--- src/rtl/intr_bank_pkg.sv ---
package intr_bank_pkg;
  localparam int OFF_CTL    = 0;
  localparam int OFF_CAUSE  = 1;
  localparam int OFF_MCAUSE = 2;
  localparam int OFF_CSET   = 3;
  localparam int OFF_MVAL   = 4;
  localparam int OFF_MSET   = 5;
  localparam int OFF_MCLR   = 6;
  localparam int NUM_REGS   = 7;

  typedef struct packed {
    logic mclr;
    logic mset;
    logic mval;
    logic cset;
    logic mcause;
    logic cause;
    logic ctl;
  } reg_hit_t;
endpackage

--- src/rtl/intr_decode.sv ---
module intr_decode
  import intr_bank_pkg::*;
#(
  parameter int AW = 5
) (
  input  logic          en_i,
  input  logic [AW-1:0] addr_i,
  output reg_hit_t      hit_o
);
  localparam int IW = AW - 2;

  logic [NUM_REGS-1:0] hit_vec;

  for (genvar k = 0; k < NUM_REGS; k++) begin : g_hit
    assign hit_vec[k] = en_i && (addr_i[AW-1:2] == IW'(k));
  end

  assign hit_o = reg_hit_t'(hit_vec);
endmodule

--- src/rtl/intr_mask_reg.sv ---
module intr_mask_reg #(
  parameter int NSRC = 32
) (
  input  logic            clk_i,
  input  logic            rst_ni,
  input  logic            wr_ctl_i,
  input  logic            wr_mval_i,
  input  logic            wr_mset_i,
  input  logic            wr_mclr_i,
  input  logic [NSRC-1:0] wdata_i,
  output logic [NSRC-1:0] ctl_o,
  output logic [NSRC-1:0] mask_o,
  output logic [NSRC-1:0] mask_next_o
);
  logic [NSRC-1:0] ctl_q, mask_q;

  always_comb begin
    mask_next_o = mask_q;
    if (wr_mval_i) mask_next_o = wdata_i;
    if (wr_mset_i) mask_next_o = mask_q | wdata_i;
    if (wr_mclr_i) mask_next_o = mask_q & ~wdata_i;
  end

  always_ff @(posedge clk_i or negedge rst_ni) begin
    if (!rst_ni) begin
      ctl_q  <= '0;
      mask_q <= '1;
    end else begin
      if (wr_ctl_i) ctl_q <= wdata_i;
      mask_q <= mask_next_o;
    end
  end

  assign ctl_o  = ctl_q;
  assign mask_o = mask_q;
endmodule

--- src/rtl/intr_cause_reg.sv ---
module intr_cause_reg #(
  parameter int NSRC = 32
) (
  input  logic            clk_i,
  input  logic            rst_ni,
  input  logic [NSRC-1:0] evt_i,
  input  logic [NSRC-1:0] ctl_i,
  input  logic [NSRC-1:0] mask_i,
  input  logic            wr_cause_i,
  input  logic            wr_mcause_i,
  input  logic            wr_cset_i,
  input  logic            rd_cause_i,
  input  logic            rd_mcause_i,
  input  logic [NSRC-1:0] wdata_i,
  output logic [NSRC-1:0] cause_o,
  output logic [NSRC-1:0] cause_next_o
);
  logic [NSRC-1:0] cause_q, w1c_clr, cor_clr, sw_set;

  // write-clear only on bits in write-one-to-clear mode
  assign w1c_clr = (wr_cause_i || wr_mcause_i) ? (wdata_i & ~ctl_i) : '0;
  // read-clear only on bits the read actually returned
  assign cor_clr = ctl_i & ((rd_cause_i  ? cause_q           : '0) |
                            (rd_mcause_i ? (cause_q & ~mask_i) : '0));
  assign sw_set  = wr_cset_i ? wdata_i : '0;

  // sets applied last: a concurrent event always survives
  assign cause_next_o = (cause_q & ~(w1c_clr | cor_clr)) | sw_set | evt_i;

  always_ff @(posedge clk_i or negedge rst_ni) begin
    if (!rst_ni) cause_q <= '0;
    else         cause_q <= cause_next_o;
  end

  assign cause_o = cause_q;
endmodule

--- src/rtl/intr_cause_bank.sv ---
module intr_cause_bank
  import intr_bank_pkg::*;
#(
  parameter int NSRC = 32,
  parameter int DW   = 32,
  parameter int AW   = 5
) (
  input  logic            clk_i,
  input  logic            rst_ni,
  input  logic [NSRC-1:0] evt_i,
  input  logic            wr_en_i,
  input  logic            rd_en_i,
  input  logic [AW-1:0]   addr_i,
  input  logic [DW-1:0]   wdata_i,
  output logic [DW-1:0]   rdata_o,
  output logic            irq_o
);
  reg_hit_t        wr_hit, rd_hit;
  logic [NSRC-1:0] wdata_src;
  logic [NSRC-1:0] ctl_q, mask_q, mask_next, cause_q, cause_next;
  logic [NSRC-1:0] rd_src;
  logic [DW-1:0]   rd_word;
  logic [DW-1:0]   rdata_q;
  logic            irq_q;

  assign wdata_src = wdata_i[NSRC-1:0];

  intr_decode #(.AW(AW)) u_wr_dec (.en_i(wr_en_i), .addr_i(addr_i), .hit_o(wr_hit));
  intr_decode #(.AW(AW)) u_rd_dec (.en_i(rd_en_i), .addr_i(addr_i), .hit_o(rd_hit));

  intr_mask_reg #(.NSRC(NSRC)) u_mask (
    .clk_i       (clk_i),
    .rst_ni      (rst_ni),
    .wr_ctl_i    (wr_hit.ctl),
    .wr_mval_i   (wr_hit.mval),
    .wr_mset_i   (wr_hit.mset),
    .wr_mclr_i   (wr_hit.mclr),
    .wdata_i     (wdata_src),
    .ctl_o       (ctl_q),
    .mask_o      (mask_q),
    .mask_next_o (mask_next)
  );

  intr_cause_reg #(.NSRC(NSRC)) u_cause (
    .clk_i        (clk_i),
    .rst_ni       (rst_ni),
    .evt_i        (evt_i),
    .ctl_i        (ctl_q),
    .mask_i       (mask_q),
    .wr_cause_i   (wr_hit.cause),
    .wr_mcause_i  (wr_hit.mcause),
    .wr_cset_i    (wr_hit.cset),
    .rd_cause_i   (rd_hit.cause),
    .rd_mcause_i  (rd_hit.mcause),
    .wdata_i      (wdata_src),
    .cause_o      (cause_q),
    .cause_next_o (cause_next)
  );

  always_comb begin
    rd_src = '0;
    unique case (1'b1)
      rd_hit.ctl:    rd_src = ctl_q;
      rd_hit.cause:  rd_src = cause_q;
      rd_hit.mcause: rd_src = cause_q & ~mask_q;
      rd_hit.mval:   rd_src = mask_q;
      default:       rd_src = '0;
    endcase
  end

  if (NSRC < DW) begin : g_pad
    assign rd_word = {{(DW-NSRC){1'b0}}, rd_src};
  end else begin : g_full
    assign rd_word = rd_src;
  end

  always_ff @(posedge clk_i or negedge rst_ni) begin
    if (!rst_ni) begin
      rdata_q <= '0;
      irq_q   <= 1'b0;
    end else begin
      if (rd_en_i) rdata_q <= rd_word;
      irq_q <= |(cause_next & ~mask_next);
    end
  end

  assign rdata_o = rdata_q;
  assign irq_o   = irq_q;
endmodule

--- config.mk ---
export PLATFORM = sky130hd
export DESIGN_NAME = intr_cause_bank
export DESIGN_NICKNAME = d
export VERILOG_FILES = /design/src/rtl/intr_bank_pkg.sv /design/src/rtl/intr_decode.sv /design/src/rtl/intr_mask_reg.sv /design/src/rtl/intr_cause_reg.sv /design/src/rtl/intr_cause_bank.sv
export SDC_FILE = /design/constraint.sdc
export NUM_CORES = 1
export LEC_CHECK = 0
export BUFFER_PORTS_ARGS = -buffer_cell sky130_fd_sc_hd__buf_2
export CORE_UTILIZATION = 60
export DETAILED_ROUTE_END_ITERATION = 6
export PLACE_DENSITY = 0.84
export SYNTH_ARGS = -nofsm -noshare
export SYNTH_HDL_FRONTEND = slang
export SYNTH_SLANG_ARGS = --single-unit
--- constraint.sdc ---
create_clock -name clk_i -period 3.6 [get_ports clk_i]
set_input_delay 0.36 -clock clk_i [delete_from_list [all_inputs] [get_ports clk_i]]
set_output_delay 0.36 -clock clk_i [all_outputs]
set_load 0.01 [all_outputs]
[Yosys cells after proc, flatten, opt, wreduce, memory -nomap -nowiden]
Index checks and enable logic that the tools add are counted.
W data, S select, Z words.
Word-level totals
  register bits after elaboration: 129
  input port bits: 73
  output and inout port bits: 33
  word-level logic and storage cells: 49
Cells by class
  equal/unequal tests: 6
  mux-type cells: 8
  bitwise operators: 16
  reduce and logical (&&, ||, !) cells: 14
Operators with widths (count)
  $mux W32: 7
  $and A32 B32 Y32: 6
  $not A32 Y32: 5
  $or A32 B32 Y32: 5
  $pmux W32 S4: 1
  $reduce_or A32 Y1: 1
  $logic_and A1 B1 Y1: 11
  $eq A3 B3 Y1 const B: 3
  $eq A3 B2 Y1 const B: 2
  $eq A3 B1 Y1 const B: 1
  $logic_not A3 Y1: 1
  $logic_or A1 B1 Y1: 1

[Longest topological paths before layout]
Gate-level depths: netlist (run 1).
  depth in word-level cells: 12
  mapped depth: 9
  gate-level depth less buffers: 6

[Cells and area by module]
Synthesis (run 1) repeated with hierarchy kept, for this count alone.
Second synthesis, totals
  cells, all modules: 802
  area, all modules: 8107.8 µm²
By module, submodules not included
  intr_mask_reg: times used 1, cells an instance 279, area each 3215.6 µm²
  intr_cause_bank: times used 1, cells an instance 270, area each 2511.2 µm²
  intr_cause_reg: times used 1, cells an instance 239, area each 2208.4 µm²
  intr_decode: times used 2, cells an instance 7, area each 86.3 µm²

[Worst setup path before layout (run 1)]
No wires, ideal clock.
  kind: input to register
  start: input port addr_i[2]
  end: register irq_q (netlist: irq_o)
  arrival: 1.956 ns
  setup slack: 1.505 ns
  stages on the path: 9
  path buffers: 3
  cell sequence: buf_4 and4b_1 clkbuf_1 clkbuf_1 a21oi_1 o21a_1 o22a_1 nand4_1 or4_1
On the way
  cells in the longest elaborated chain, start to end: 12
  elaborated cells on any way between the ends: 32
  classes of those cells: eq/ne (6); mux (7); bitwise (9); reduce/logical (10)
RTL lines
  start, declared: RTL line intr_cause_bank.sv:13  | input logic [AW-1:0] addr_i,
  $eq A3 B1 Y1 / $eq A3 B2 Y1 (equally long branches): RTL line intr_decode.sv:15  | assign hit_vec[k] = en_i && (addr_i[AW-1:2] == IW'(k));
  $logic_and A1 B1 Y1: RTL line intr_decode.sv:15
  $mux W32, on equally long branches: RTL line intr_cause_reg.sv:23, intr_cause_reg.sv:24
  $or A32 B32 Y32: RTL line intr_cause_reg.sv:23  | assign cor_clr = ctl_i & ((rd_cause_i ? cause_q : '0) |
  $and A32 B32 Y32: RTL line intr_cause_reg.sv:23
  $or A32 B32 Y32: RTL line intr_cause_reg.sv:28  | assign cause_next_o = (cause_q & ~(w1c_clr | cor_clr)) | sw_set | evt_i;
  $not A32 Y32: RTL line intr_cause_reg.sv:28
  $and A32 B32 Y32: RTL line intr_cause_reg.sv:28
  $or A32 B32 Y32 (2 in series): RTL line intr_cause_reg.sv:28
  $and A32 B32 Y32 *: RTL line intr_cause_bank.sv:83  | irq_q <= |(cause_next & ~mask_next);
  $reduce_or A32 Y1 *: RTL line intr_cause_bank.sv:83
  end signal, assigned: RTL line intr_cause_bank.sv:83
  end, declared: RTL line intr_cause_bank.sv:24  | logic irq_q;
Every way passes the cells marked *; elsewhere a longest branch is shown, timed or not.
A chain may end at the register's enable or synchronous reset.

[Worst setup path after layout (run 1)]
  start: input port addr_i[3]
  end: register irq_q (netlist: irq_o)
The elaborated chain is that of the path after synthesis.

==> results.toml, run 1 <==
[sta]
hold_ws_ns = 0.0823
setup_ws_ns = 1.21
setup_viol = 0
hold_viol_final = 0
tightest_slew_ns = 1.01
fin_crit_ns = 2.39
fin_skew_ns = 0.00632
setup_tns_ns = 0
fmax_mhz = 419
finalMaxSlewViolations = 0
finalCritPeriodShare = 0.663
grt_setup_unrepaired = "false"
max-slew-margin-rel = 0.329

[floorplanning]
start_util = 0.622
coreArea_sq_um = 10900
io_pins = 106
die_area_sq_um = 11800
dieHeight_um = 108
row_count = 38
die_x_um = 108

[clock_tree]
cts_buffers = 17
clkSlewWorstSetupHoldPaths_ns = 0.06
postCtsResizedCells = 0
cts.sinks = 129
cts_hold_buf = 0
h-tree-depth = 4
cts_setup_buffers = 0
cts-root-buf = "clkbuf_16"
cts_tree = "done"
clkLatencyLatePin_ns = 0.43
cts_buffer_depth = 2

[synthesis]
avgSynthCellArea_sq_um = 10.2
ys_top_cells_by_area = "dfrtp_1 36%, dfstp_2 12%, nand2_1 5.4%, mux2_2 5.3%, a222oi_1 4.7%"
yosys_warnings = 0
yosysTopAreaCellShare = 0.357
async_reset_ff_frac = 1.00
yosysTopAreaCell = "dfrtp_1"
synth_flop_cell = "dfrtp_1"
synth_cell_types = 30
synthTopCellsByCount = "97 x dfrtp_1, 97 x nand2_1, 65 x inv_1"
synth_seq_area_share = 0.480
netlist_area_sq_um = 6800
syn_nets = 741
syn_inst = 668
synth_seq_cells = 129
synth_edf_count = 0

[placement]
dpl_cell_area_sq_um = 7470
place_ws_ns = 0.800
place_congestion = 0.855
io_buffers = 103
dp_hpwl_um = 12400

[route]
drc = 0
antenna_left = 0
wl_per_cell_um = 22.0
viasPerCell = 6.83
dr_total_vias = 6205
totalWireLength_um = 20000
drtPass1Iterations = 6
drt_iter0_drc = 764

[pwr]
power.share.sequential = 0.435
netSwitchingFraction = 0.287
p_per_area_nw_per_um2 = 548
p_comb_frac = 0.166
cellLeakagePower_nw = 3.98
p_sw_mw = 1.27
p_total_mw = 4.43
internal_power_mw = 3.16
pwr-share-clk = 0.400
peakVddDrop_v = 0.000384

[final_layout]
antennaDiodeCount = 0
stdcell_area_sq_um = 8070
drive_gt1_frac = 0.298
area_growth_pct = 18.7
nets = 829

[worst_setup_path]
cp-start-kind = "primary input"
path_max_fanout = 23
cp.arrival_ns = 2.68
endpoint_kind = "flop"
worstPathRequired_ns = 3.90
critPathKind = "in -> reg"

[grt]
grt.overflow.total = 0
groute.usage.overall = 0.362
first_global_vias = 6389
grt_pass1_wl_um = 32100
antenna_found_initial = 0
grt_max_degree = 80

[min_path]
hold_path.class = "in -> async"

[outcome]
status = "finished clean"

[run]
maxCapViolCount = 0
[placed cells by master, fill, tap and decap left out, types with 2 or more instances in the layout]
master / n
nor3_2: 2
buf_12: 2
nand4_1: 4
o22a_1: 16
bufinv_16: 3
clkinv_2: 4
clkinvlp_4: 5
nor2b_4: 2
buf_4: 22
mux2_2: 32
and4b_1: 2
o211a_1: 32
buf_2: 102
nor3b_1: 31
dfstp_2: 32
clkinv_4: 2
inv_1: 65
o41ai_1: 32
a22oi_1: 32
a21oi_1: 32
a222oi_1: 32
o21a_1: 32
dfrtp_1: 97
nand2_1: 97
clkbuf_16: 17
o211ai_1: 32
[state kept, by name, indices dropped and copies added, names as in the netlist]
register / count
u_mask.ctl_o: 32
rdata_o: 32
u_mask.mask_o: 32
irq_o: 1
u_cause.cause_o: 32
[cell families (layout without fill, tap and decap cells)]
family,Yosys count,after routing,share of synthesized area
compound gates,240,240,0.285
simple gates,144,144,0.105
flops,129,129,0.480
buf+inv,122,223,0.0745
mux,32,32,0.0530
xor+xnor,1,1,0.00129
[power by group through the flow]
stage | clock network (mW) | logic (mW) | registers (mW)
global route | 1.84 | 0.799 | 1.95
global placement | 0 | 0.688 | 1.92
floorplan | 0 | 0.438 | 1.91
CTS | 1.79 | 0.729 | 1.92
detailed placement | 0 | 0.724 | 1.94
finish | 1.77 | 0.734 | 1.92
[per-stage QoR]
| stage | std cells | util |
|---|---|---|
| global route | 909 | 0.738 |
| floorplan | 668 | - |
| CTS | 909 | 0.738 |
| detailed placement | 877 | 0.683 |
| global placement | 877 | 0.683 |
| finish | 909 | 0.738 |
[routing by layer]
metal / GRT usage / vias to the layer above / wire length [um]
met4: 0.195 / 0 / 663
met5: 0 / - / 0
li1: - / 2704 / -
met2: 0.600 / 405 / 9770
met1: 0.439 / 3029 / 7490
met3: 0.0820 / 67 / 2090
[critical path, cell delays in order]
cell	delay, ns
buf_2	0.25
and4b_1	0.59
a21oi_1	0.41
o21a_1	0.19
o22a_1	0.18
nand4_1	0.14
or4_1	0.53
[worst paths after layout]
check,startpoint,depth (start not counted),to,slack [ns]
max,addr_i[3],7,irq_o,1.21
min,rst_ni,1,u_cause.cause_o[18],0.08
max reg2reg,u_mask.mask_o[18],6,irq_o,1.61
min reg2reg,u_mask.mask_o[24],2,u_mask.mask_o[24],0.51
max in group asynchronous,rst_ni,2,u_mask.mask_o[10],2.46
min in group clk_i,wdata_i[30],2,u_mask.mask_o[30],0.17
[layout make-up]
type                    instances  area, sq um
multi-input cells             417         3070
clock inverters                14          165
fillers                       738         2860
inverters                      65          244
well taps                     140          175
repair buffers                126          716
flip-flops and latches        129         3270
clock buffers                  18          439
(Power assumes the default switching activity.)
==> run 2: changes to the inputs <==
--- a/config.mk
+++ b/config.mk
@@ -6,9 +6,9 @@
 export NUM_CORES = 1
 export LEC_CHECK = 0
 export BUFFER_PORTS_ARGS = -buffer_cell sky130_fd_sc_hd__buf_2
-export CORE_UTILIZATION = 60
+export CORE_UTILIZATION = 52
 export DETAILED_ROUTE_END_ITERATION = 6
-export PLACE_DENSITY = 0.84
+export PLACE_DENSITY = 0.77
 export SYNTH_ARGS = -nofsm -noshare
 export SYNTH_HDL_FRONTEND = slang
 export SYNTH_SLANG_ARGS = --single-unit
==> constraint.sdc (replaced) <==
create_clock -name clk_i -period 2 [get_ports clk_i]
set_input_delay 0.2 -clock clk_i [delete_from_list [all_inputs] [get_ports clk_i]]
set_output_delay 0.2 -clock clk_i [all_outputs]
set_load 0.01 [all_outputs]
==> results.toml, run 2 (synthesis gave the netlist of run 1 again) <==
[sta]
finalMaxSlewViolations = 0
finalCritPeriodShare = 0.966
fin_crit_ns = 1.93
fin_skew_ns = 0.00534
setup_viol = 0
max-slew-margin-rel = 0.309
setup_ws_ns = 0.0685
hold_viol_final = 0
fmax_mhz = 518
setup_tns_ns = 0
tightest_slew_ns = 1.03

[worst_setup_path]
slowest_delay_ns = 0.51
critPathKind = "reg -> reg"
cp-start-kind = "flop"
path_max_fanout = 4
cp_slowest_cell = "or4_1"
worstPathRequired_ns = 2.29
crit_chain = "o41ai_1 > o21a_1 > o22a_1 > nand4_1 > or4_1"
cp.arrival_ns = 2.22
endpoint_kind = "flop"

[grt]
antenna_found_initial = 0
grt.overflow.total = 0
groute.usage.overall = 0.318
first_global_vias = 6471
grt_max_degree = 130
grt_pass1_wl_um = 32100

[placement]
dpl_cell_area_sq_um = 7990
place_ws_ns = -0.242
place_congestion = 0.812
dp_hpwl_um = 13000
io_buffers = 103

[route]
drc = 1
dr_total_vias = 6313
drt_iter0_drc = 800
viasPerCell = 6.40
wl_per_cell_um = 20.9
drtPass1Iterations = 7
totalWireLength_um = 20600
antenna_left = 0

[outcome]
status = "complete, but fails checks"
violations = "DRC"

[clock_tree]
clkSlewWorstSetupHoldPaths_ns = 0.05
cts_tree = "done"
cts_setup_buffers = 0
cts-root-buf = "clkbuf_16"
cts.sinks = 129
clkLatencyLatePin_ns = 0.42
cts_buffer_depth = 2
cts_buffers = 17
h-tree-depth = 4

[pwr]
internal_power_mw = 5.66
netSwitchingFraction = 0.284
p_per_area_nw_per_um2 = 916
cellLeakagePower_nw = 4.31
p_comb_frac = 0.194
peakVddDrop_v = 0.000804
p_total_mw = 7.92
p_sw_mw = 2.25
pwr-share-clk = 0.366
power.share.sequential = 0.440

[final_layout]
antennaDiodeCount = 0
seq_area_sq_um = 3270
area_growth_pct = 27.0
final_common_cell = "buf_2"
layout_common_cells = "102 x buf_2, 97 x nand2_1, 96 x dfrtp_1"
nFillCells = 951
multi_input_area_sq_um = 3170
stdcell_area_sq_um = 8640
nets = 875
utilization = 0.682
drive_gt1_frac = 0.346

[floorplanning]
row_count = 41
dieHeight_um = 116
io_pins = 106
coreArea_sq_um = 12700
die_area_sq_um = 13500
start_util = 0.537
die_x_um = 116

[run]
maxCapViolCount = 0

[min_path]
hold_path.class = "in -> reg"
==> run 2: area by class of cell <==
| class | count | area share |
|---|---|---|
| timing repair buffer | 172 | 0.139 |
| clock inverter | 6 | 0.00666 |
| multi-input combinational | 417 | 0.366 |
| tap | 172 | 0.0249 |
| inverter | 65 | 0.0282 |
| sequential | 129 | 0.378 |
| clock buffer | 26 | 0.0566 |
==> run 2: timing repair <==
item                       4_1_cts  5_1_grt
gates resized for setup          1       14
hold endpoints to repair        97        0
setup endpoints to repair        1        1
hold buffers                     1        0
pin swaps                        0        5
==> run 2: path summary, 6_finish.rpt <==
check | depth (start not counted) | start | endpoint | slack (ns)
setup / recovery | 5 | u_mask.ctl_o[26] | irq_o | 0.07
hold / removal | 2 | wdata_i[13] | u_mask.mask_o[13] | 0.03
setup reg to reg | 5 | u_mask.ctl_o[26] | irq_o | 0.07
hold reg to reg | 2 | u_mask.mask_o[7] | u_mask.mask_o[7] | 0.51
max in group asynchronous | 3 | rst_ni | rdata_o[17] | 1.03
min in group asynchronous | 3 | rst_ni | u_mask.ctl_o[12] | 0.43
==> run 2: through the flow <==
step,instances,hold WS [ns]
2_1_floorplan,668,-0.0956
3_3_place_gp,954,0.361
3_5_place_dp,954,0.369
4_1_cts,987,0.0135
5_1_grt,987,0.0320
6_report,987,0.0259
==> run 2: layer usage <==
metal	track usage	vias up	routed length, um
met3	0.0711	55	1740
li1	-	2803	-
met5	0	-	0
met4	0.159	0	490
met2	0.539	357	10300
met1	0.381	3098	8070
==> run 2: power by group through the flow <==
stage	Clock (mW)	Combinational, mW	Sequential, mW
2_1_floorplan	0	0.788	3.43
3_3_place_gp	0	1.43	3.46
3_5_place_dp	0	1.50	3.49
4_1_cts	2.91	1.51	3.46
5_1_grt	3.03	1.67	3.53
6_report	2.89	1.54	3.49
==> run 2: critical path, delay by kind of cell, from the launching register on <==
family | cells | cell delay (ns)
flops | 1 | 0.41
compound gates | 3 | 0.76
simple gates | 2 | 0.63
==> run 3: changes to the inputs <==
--- a/config.mk
+++ b/config.mk
@@ -6,9 +6,11 @@
 export NUM_CORES = 1
 export LEC_CHECK = 0
 export BUFFER_PORTS_ARGS = -buffer_cell sky130_fd_sc_hd__buf_2
-export CORE_UTILIZATION = 52
+export CELL_PAD_IN_SITES_DETAIL_PLACEMENT = 2
+export CELL_PAD_IN_SITES_GLOBAL_PLACEMENT = 2
+export CORE_UTILIZATION = 33
 export DETAILED_ROUTE_END_ITERATION = 6
-export PLACE_DENSITY = 0.77
+export PLACE_DENSITY_LB_ADDON = 0.1
 export SYNTH_ARGS = -nofsm -noshare
 export SYNTH_HDL_FRONTEND = slang
 export SYNTH_SLANG_ARGS = --single-unit
==> results.toml, run 3 (synthesis gave the netlist of run 1 again) <==
[outcome]
status = "complete, but fails checks"
violations = "setup timing"

[worst_setup_path]
crit_chain = "nor3b_1 > o211a_1 > o21a_1 > o22a_1 > nand4_1 > or4_1"
path_max_fanout = 3
cp-start-kind = "flop"
cp_num_buf_inv = 0
cp.arrival_ns = 2.32
r2r_setup_slack_ns = -0.03
worstPathRequired_ns = 2.29
crit_path_start = "u_mask.mask_o[31]"
reg2reg_to = "irq_o"
slowest_delay_ns = 0.52
endpoint_kind = "flop"
cp_slowest_cell = "or4_1"
crit_family = "simple AND/OR/NAND/NOR gates"
regToRegStartpoint = "u_mask.mask_o[31]"
critPathKind = "reg -> reg"
reg2reg_depth = 6

[grt]
grt.overflow.total = 0
groute.usage.overall = 0.273
antenna_found_initial = 0
grt_pass1_wl_um = 43800
first_global_vias = 7333
grt_max_degree = 50

[clock_tree]
cts_buffers = 17
clkSlewWorstSetupHoldPaths_ns = 0.06
cts_tree = "done"
h-tree-depth = 4
cts.sinks = 129
cts-root-buf = "clkbuf_16"
cts_buffer_depth = 2
clkLatencyLatePin_ns = 0.42

[run]
maxCapViolCount = 0

[pwr]
cellLeakagePower_nw = 4.48
peakVddDrop_v = 0.000561
p_total_mw = 8.76
p_per_area_nw_per_um2 = 964

[sta]
setup_tns_ns = -0.0286
finalMaxSlewViolations = 0
finalCritPeriodShare = 1.01
grt_setup_unrepaired = "true"
fin_skew_ns = 0.00719
fin_crit_ns = 2.03
max-slew-margin-rel = 0.712
hold_viol_final = 0
fmax_mhz = 493
tightest_slew_ns = 0.428
setup_ws_ns = -0.0286
setup_viol = 1

[final_layout]
seq_area_sq_um = 3270
multi_input_area_sq_um = 3190
drive_gt1_frac = 0.373
nFillCells = 2126
nets = 893
final_common_cell = "buf_2"
area_growth_pct = 33.6
antennaDiodeCount = 0
layout_common_cells = "102 x buf_2, 97 x nand2_1, 96 x dfrtp_1"

[min_path]
hold_end = "u_mask.mask_o[28]"
hold_depth = 2
hp-start = "wdata_i[28]"
hold_path.class = "in -> reg"

[route]
drt_iter0_drc = 382
drtPass1Iterations = 5
viasPerCell = 5.87
dr_total_vias = 6474
totalWireLength_um = 28300
drc = 0
antenna_left = 0
wl_per_cell_um = 25.7

[placement]
io_buffers = 103
place_congestion = 0.787
dp_hpwl_um = 18300

[floorplanning]
start_util = 0.336
row_count = 52
die_area_sq_um = 21200
io_pins = 106
dieHeight_um = 146
die_x_um = 146
coreArea_sq_um = 20200
run 3: area by class of cell:
class	count	share of cell area
inverters	65	0.0268
clock inverters	10	0.0197
well taps	270	0.0372
flip-flops and latches	129	0.360
clock buffers	22	0.0533
repair buffers	190	0.152
multi-input cells	417	0.351
run 3: timing repair:
action / CTS / global route
pin swaps: 0 / 9
hold buffers: 2 / 0
hold endpoints to repair: 20 / 0
endpoints found under the setup margin: 1 / 1
gates cloned: 0 / 1
buffers inserted: 0 / 2
gates resized for setup: 4 / 17
run 3: per-stage QoR:
step                cells  cell area, sq um  utilization  hold WS, ns  worst slack [ns]
floorplan             668              6800            -      -0.0956            0.0652
global placement     1066              8240        0.407        0.130            -0.374
detailed placement   1066              8240        0.407        0.137            -0.422
CTS                  1100              8950        0.442       0.0106           0.00511
global route         1103              9090        0.449       0.0315           -0.0765
finish               1103              9090        0.449       0.0352           -0.0286
run 3: metal layers:
layer | wire length [um] | track usage
met5 | 0 | 0
met4 | 566 | 0.0832
met3 | 1290 | 0.0464
met2 | 13900 | 0.452
met1 | 12600 | 0.366
run 3: worst max path at each step:
| stage | to | slack [ns] | depth (start not counted) |
|---|---|---|---|
| after detailed placement | irq_o | -0.42 | 9 |
| after global placement | irq_o | -0.37 | 9 |
| final | irq_o | -0.03 | 6 |
| after floorplan | irq_o | 0.07 | 9 |
| after CTS | irq_o | 0.005 | 6 |
| after global routing | irq_o | -0.08 | 5 |
run 3: worst reg2reg max path, stage by stage, from the launching register on:
cell and delay, ns:
dfstp_2 0.38, nor3b_1 0.31, o211a_1 0.19, o21a_1 0.15
o22a_1 0.24, nand4_1 0.12, or4_1 0.52
run 3: power by group:
part / switching (mW) / internal [mW] / leakage [nW]
Combinational: 0.901 / 0.789 / 2.72
Clock: 1.22 / 2.34 / 0.330
Sequential: 0.402 / 3.12 / 1.44
